==> config.mk <==
export PLATFORM = sky130hd
export DESIGN_NAME = intr_accept_unit
export DESIGN_NICKNAME = d
export VERILOG_FILES = /design/src/rtl/intr_pkg.sv /design/src/rtl/hi_bit_find.sv /design/src/rtl/prio_gate.sv /design/src/rtl/intr_accept_unit.sv
export SDC_FILE = /design/constraint.sdc
export NUM_CORES = 2
export LEC_CHECK = 0
export ABC_CLOCK_PERIOD_IN_PS = 8400
export BUFFER_PORTS_ARGS = -buffer_cell sky130_fd_sc_hd__buf_2
export CORE_UTILIZATION = 30
export DETAILED_ROUTE_END_ITERATION = 6
export SYNTH_ARGS = -nofsm -noshare
export SYNTH_HDL_FRONTEND = slang
export SYNTH_SLANG_ARGS = --single-unit
==> constraint.sdc <==
create_clock -name clk -period 8.4 [get_ports clk]
set_clock_uncertainty 0.05 [all_clocks]
set_input_delay 1.26 -clock clk [delete_from_list [all_inputs] [get_ports clk]]
set_output_delay 1.26 -clock clk [all_outputs]
set_load 0.02 [all_outputs]
==> src/rtl/intr_pkg.sv <==
// Shared constants for the interrupt acceptance unit.
// Assumes an 8-bit vector space split into 16-vector priority classes.
package intr_pkg;
    localparam int SVR_W        = 13;   // spurious register width
    localparam int SVR_EN_BIT   = 8;    // software enable
    localparam int SVR_DEOI_BIT = 12;   // directed EOI: suppress broadcast
    localparam logic [SVR_W-1:0] SVR_RESET = 13'h0FF;
endpackage

==> src/rtl/hi_bit_find.sv <==
// Finds the highest-numbered set bit of a vector.
// Assumes N is a power of two; idx_o is meaningless when any_o is low.
module hi_bit_find #(
    parameter int N  = 256,
    localparam int IW = $clog2(N)
) (
    input  logic [N-1:0]  vec_i,
    output logic          any_o,
    output logic [IW-1:0] idx_o
);
    // scan upward so the last set bit seen wins
    always_comb begin
        any_o = 1'b0;
        idx_o = '0;
        for (int i = 0; i < N; i++) begin
            if (vec_i[i]) begin
                any_o = 1'b1;
                idx_o = IW'(i);
            end
        end
    end
endmodule

==> src/rtl/prio_gate.sv <==
// Derives the processor priority from the task priority and the top
// in-service vector, then decides whether the top request may pass.
// Assumes class bits are the vector bits above CLS_LSB.
module prio_gate #(
    parameter int VEC_W   = 8,
    parameter int CLS_LSB = 4,
    localparam int CLS_W  = VEC_W - CLS_LSB
) (
    input  logic [VEC_W-1:0] tpr_i,
    input  logic             isr_any_i,
    input  logic [VEC_W-1:0] isr_top_i,
    input  logic             irr_any_i,
    input  logic [VEC_W-1:0] irr_top_i,
    output logic             pass_o
);
    logic [CLS_W-1:0] isr_cls;
    logic [VEC_W-1:0] ppr;

    // processor priority: larger of task priority and in-service class
    always_comb begin
        isr_cls = isr_any_i ? isr_top_i[VEC_W-1:CLS_LSB] : '0;
        if (tpr_i[VEC_W-1:CLS_LSB] >= isr_cls)
            ppr = tpr_i;
        else
            ppr = {isr_cls, {CLS_LSB{1'b0}}};
    end

    // a request passes when ppr is zero or its class is strictly above
    always_comb begin
        pass_o = irr_any_i &&
                 ((ppr == '0) || (irr_top_i[VEC_W-1:CLS_LSB] > ppr[VEC_W-1:CLS_LSB]));
    end
endmodule

==> src/rtl/intr_accept_unit.sv <==
// Prioritized interrupt acceptance: request, in-service and trigger arrays,
// task priority and spurious register; drives the pending line, answers
// acknowledges and retires vectors on EOI.
// Assumes strobes are single-cycle; simultaneous strobes are resolved as
// clear-then-set on the arrays.
module intr_accept_unit
    import intr_pkg::*;
#(
    parameter int VEC_W   = 8,
    parameter int CLS_LSB = 4,
    localparam int NUM_VEC = 1 << VEC_W,
    localparam int TP_W    = VEC_W - CLS_LSB
) (
    input  logic             clk,
    input  logic             rst_n,
    input  logic             req_valid,
    input  logic [VEC_W-1:0] req_vec,
    input  logic             req_level,
    input  logic             ack_req,
    input  logic             eoi_req,
    input  logic             tpr_we,
    input  logic [VEC_W-1:0] tpr_wdata,
    input  logic             svr_we,
    input  logic [SVR_W-1:0] svr_wdata,
    output logic             irq_pending,
    output logic             req_fresh,
    output logic             ack_rsp_valid,
    output logic             ack_rsp_none,
    output logic [VEC_W-1:0] ack_rsp_vec,
    output logic             eoi_bcast_valid,
    output logic [VEC_W-1:0] eoi_bcast_vec
);
    logic [NUM_VEC-1:0] irr_q, isr_q, tmr_q;
    logic [NUM_VEC-1:0] irr_d, isr_d, tmr_d;
    logic [VEC_W-1:0]   tpr_q;
    logic [SVR_W-1:0]   svr_q;
    logic               pend_q, reeval_q;
    logic               irr_any, isr_any, pass;
    logic [VEC_W-1:0]   irr_top, isr_top;
    logic               sw_en, ack_take, eoi_hit, reeval_d;

    hi_bit_find #(.N(NUM_VEC)) u_irr_find (.vec_i(irr_q), .any_o(irr_any), .idx_o(irr_top));
    hi_bit_find #(.N(NUM_VEC)) u_isr_find (.vec_i(isr_q), .any_o(isr_any), .idx_o(isr_top));

    prio_gate #(.VEC_W(VEC_W), .CLS_LSB(CLS_LSB)) u_gate (
        .tpr_i(tpr_q), .isr_any_i(isr_any), .isr_top_i(isr_top),
        .irr_any_i(irr_any), .irr_top_i(irr_top), .pass_o(pass)
    );

    assign sw_en    = svr_q[SVR_EN_BIT];
    assign ack_take = ack_req && sw_en && pass;
    assign eoi_hit  = eoi_req && isr_any;
    assign reeval_d = (req_valid && req_level) || ack_req || eoi_req || tpr_we || svr_we;
    assign irq_pending = pend_q && sw_en;

    // next-state of the three vector arrays
    always_comb begin
        irr_d = irr_q;
        isr_d = isr_q;
        tmr_d = tmr_q;
        if (ack_take) begin
            irr_d[irr_top] = 1'b0;
            isr_d[irr_top] = 1'b1;
        end
        if (eoi_hit)
            isr_d[isr_top] = 1'b0;
        if (req_valid) begin
            irr_d[req_vec] = 1'b1;
            tmr_d[req_vec] = req_level;
        end
    end

    // array and control register state
    always_ff @(posedge clk) begin
        if (!rst_n) begin
            irr_q <= '0;
            isr_q <= '0;
            tmr_q <= '0;
            tpr_q <= '0;
            svr_q <= SVR_RESET;
        end else begin
            irr_q <= irr_d;
            isr_q <= isr_d;
            tmr_q <= tmr_d;
            if (tpr_we)
                tpr_q <= {tpr_wdata[TP_W-1:0], {CLS_LSB{1'b0}}};
            if (svr_we)
                svr_q <= svr_wdata;
        end
    end

    // pending line: recomputed one cycle after a re-evaluating event
    always_ff @(posedge clk) begin
        if (!rst_n) begin
            reeval_q <= 1'b0;
            pend_q   <= 1'b0;
        end else begin
            reeval_q <= reeval_d;
            if (reeval_q)
                pend_q <= pass;
        end
    end

    // acknowledge response, new-request flag and EOI broadcast
    always_ff @(posedge clk) begin
        if (!rst_n) begin
            ack_rsp_valid   <= 1'b0;
            ack_rsp_none    <= 1'b0;
            ack_rsp_vec     <= '0;
            req_fresh       <= 1'b0;
            eoi_bcast_valid <= 1'b0;
            eoi_bcast_vec   <= '0;
        end else begin
            ack_rsp_valid <= ack_req;
            ack_rsp_none  <= ack_req && !(sw_en && irr_any);
            if (!(sw_en && irr_any))
                ack_rsp_vec <= '0;
            else if (pass)
                ack_rsp_vec <= irr_top;
            else
                ack_rsp_vec <= svr_q[VEC_W-1:0];
            req_fresh       <= req_valid && !irr_q[req_vec];
            eoi_bcast_valid <= eoi_hit && tmr_q[isr_top] && !svr_q[SVR_DEOI_BIT];
            eoi_bcast_vec   <= isr_top;
        end
    end

    AST_OFF_GIVES_NONE: assert property (@(posedge clk) disable iff (!rst_n)
        ack_rsp_valid && !$past(svr_q[SVR_EN_BIT]) |-> ack_rsp_none);
    AST_FRESH_FROM_REQ: assert property (@(posedge clk) disable iff (!rst_n)
        req_fresh |-> $past(req_valid));
    AST_SPUR_KEEPS_STATE: assert property (@(posedge clk) disable iff (!rst_n)
        ack_req && sw_en && irr_any && !pass && !req_valid && !eoi_req
        |=> irr_q == $past(irr_q) && isr_q == $past(isr_q));
    AST_GRANT_MOVES_BIT: assert property (@(posedge clk) disable iff (!rst_n)
        ack_take && !req_valid && !eoi_req
        |=> isr_q[$past(irr_top)] && !irr_q[$past(irr_top)]);
    AST_EOI_CLEARS_TOP: assert property (@(posedge clk) disable iff (!rst_n)
        eoi_hit && !ack_req |=> !isr_q[$past(isr_top)]);
    AST_BCAST_LEVEL_ONLY: assert property (@(posedge clk) disable iff (!rst_n)
        eoi_bcast_valid |-> tmr_q[eoi_bcast_vec] && !$past(svr_q[SVR_DEOI_BIT]));
endmodule

==> flow_summary.yaml <==
synthesis:
  yosysSeqAreaShare_pct: 38.2
  async_flop_share_pct: 0
  ys_types: 105
  netlist_instances: 5338
  ys_seq_elements: 804
  avgSynthCellArea_um2: 7.89
  ys.flop_type: "dfxtp_1"
  synth_area_um2: 42100
  synth_fp_nets: 5383
  yosys_warnings: 0
  synth_edf_count: 0
floorplan:
  dieArea_um2: 142000
  coreArea_um2: 139000
  start_util_pct: 30.2
  die_h_um: 377
  pin_count: 58
  rows: 137
  fp.dieW_um: 377
routing:
  route.detailed.drc: 0
  wire_per_inst_um: 28.8
  routed_wl_um: 207000
  dr.first_iter.drc_count: 6388
  first_pass_iters: 6
  antenna_left: 0
  vias_per_cell: 6.19
  vias: 44500
timing:
  slew_headroom_pct: 18.6
  rsz0062_at_grt: "no"
  fin_crit_ps: 7640
  finalHoldViolCount: 0
  min_period_over_period_pct: 90.9
  worst_pin_slew_ps: 1220
  slew_viol_final: 0
  setup_viol: 0
  tns_ps: 0
  fmax_mhz: 131
clock_network:
  ctsLongestPathBuffers: 3
  cts_setup_buffers: 0
  htreeDepth: 3
  cts.reportedPaths.clkPinSlew_ps: 70
  cts_tree: "built"
  clk_latency_ps: 720
  cts_sinks: 804
  postCtsHoldBufs: 0
  ctsResizeCount: 0
  cts_buffers: 88
  cts_root_buf: "clkbuf_16"
place:
  portBuffers: 50
  postPlaceCellArea_um2: 44400
  place.gp.congestion: 1.03
  dp_hpwl_um: 149000
grt:
  grt_overflow: 0
  grt_pass1_wl_um: 292000
  grt_use_total_pct: 28.1
  antenna_found_initial: 11
  grt_max_degree: 203
  grt_pass1_vias: 40000
final_layout:
  syn_to_final_growth_pct: 12.8
  final_cell_area_um2: 47500
  layout-drive-gt1-share_pct: 12.6
  fillers: 14600
  nets: 5280
worst_setup_path:
  path_max_fanout: 11
  start_kind: "flip-flop"
  crit_required_ps: 8990
  crit_type: "reg -> reg"
  end_kind: "flip-flop"
  crit_arrival_ps: 8230
job:
  maxCapViolations: 0
power:
  powerDensity_nw_per_um2: 187
  p_leak_nw: 16.7
  peakVddDrop_uv: 154
min_path:
  hp-class: "reg -> reg"
status:
  outcome: "finished clean"
-- layout by cell type, fill, tap and decap left out, drive strengths merged, types with 38 or more instances in the layout --
cell	instances
buf	179
nor2	859
o32ai	50
a21oi	492
nand4	51
nor3	104
nand3	161
o31ai	77
inv	117
mux2i	138
or4	40
nor4	172
mux4	83
a311oi	38
clkbuf	116
o21ai	463
nand2	644
o221a	165
dfxtp	804
-- synth_stat cells, drive strengths merged (36+ instances only) --
cell,n,area share [%]
nand4,51,0.77
nand3,161,2.0
buf,63,0.79
nor3,104,1.3
mux2i,138,3.3
o221a,165,4.4
inv,112,1.0
a311oi,38,0.79
o32ai,50,1.0
or4,40,0.72
a21oi,492,5.9
nand2,644,5.8
nand2b,36,0.53
clkbuf,310,2.8
dfxtp,804,38
nor2,859,7.8
nor4,172,2.7
o31ai,77,1.4
mux4,83,4.4
o21ai,463,5.5
-- where the power goes --
group          internal, W  leakage [nW]  total, W  switching [W]
Sequential         0.00382          6.48   0.00384      0.0000107
Combinational     0.000173          8.75  0.000818       0.000645
Clock              0.00244          1.51   0.00424        0.00179
Total              0.00644          16.7   0.00889        0.00245
-- kinds of logic (layout without fill, tap and decap cells) --
kind of cell    count (synthesis)  count (layout)  share of synthesized area, %
flops                         804             804                          38.2
fa+ha+maj                       8               8                         0.238
mux                           224             224                          7.80
buf+inv                       485             454                          4.55
simple gates                 2217            2217                          24.1
other cells                     0               4                             0
compound gates               1600            1600                          25.1
-- cell type report --
type	count	area [um2]	share of cell area (%)
Multi-Input combinational cell	4049	24300	51.0
Sequential cell	804	16100	33.9
Clock buffer	115	2530	5.31
Tap cell	1876	2350	4.94
Timing Repair Buffer	180	1300	2.73
Clock inverter	47	571	1.20
Inverter	112	428	0.900
Antenna cell	4	10.0	0.0211
-- worst paths after layout --
kind	from	to	slack (ps)	depth (start not counted)
worst min-delay path	tmr_q[244]	tmr_q[244]	420	2
worst min register to register	tmr_q[244]	tmr_q[244]	420	2
worst max register to register	isr_q[240]	isr_q[156]	760	22
worst max-delay path	isr_q[240]	isr_q[156]	760	22
-- registers in the layout, indices dropped and copies added (netlist names) --
name,count
eoi_bcast_vec,8
ack_rsp_none,1
eoi_bcast_valid,1
svr_q,10
req_fresh,1
irr_q,256
ack_rsp_valid,1
reeval_q,1
pend_q,1
tpr_q,4
tmr_q,256
ack_rsp_vec,8
isr_q,256
-- layer usage --
metal	track usage (%)	part of all wire [%]	vias up
li1	-	-	19600
met1	38.2	41	21600
met2	39.8	41	2835
met3	7.33	12	508
met4	16.3	6.1	10
met5	0	0.029	-
-- worst max-delay path, cell delays in order (launching register included) --
cell and delay [ps]:
dfxtp_1 340, nor4_1 910, nand4_1 460, nor2_1 650, nand2b_1 340, a21o_1 310, inv_1 100, ha_1 230
a21o_1 150, a21oi_1 490, mux2_4 370, ha_1 190, nor2b_1 100, o21ai_0 80, nand2b_1 80, a21oi_1 60
a41o_1 210, o21ai_2 80, nand3_2 270, nor3b_4 710, nand2_1 550, nor2_1 530, o221a_2 270
-- metrics by stage --
step | hold slack (ps) | cells | worst slack, ps | total power, W | util (%)
finish | 416 | 7187 | 762 | 0.00889 | 34.1
global route | 446 | 7183 | 767 | 0.00906 | 34.1
CTS | 408 | 7183 | 1120 | 0.00887 | 34.1
detailed placement | 400 | 7021 | 1160 | 0.00471 | 31.9
global placement | 396 | 7021 | 1100 | 0.00471 | 31.9
floorplan | 386 | 5338 | 2980 | 0.00435 | -
No activity file was read; power rests on OpenSTA's default activity.
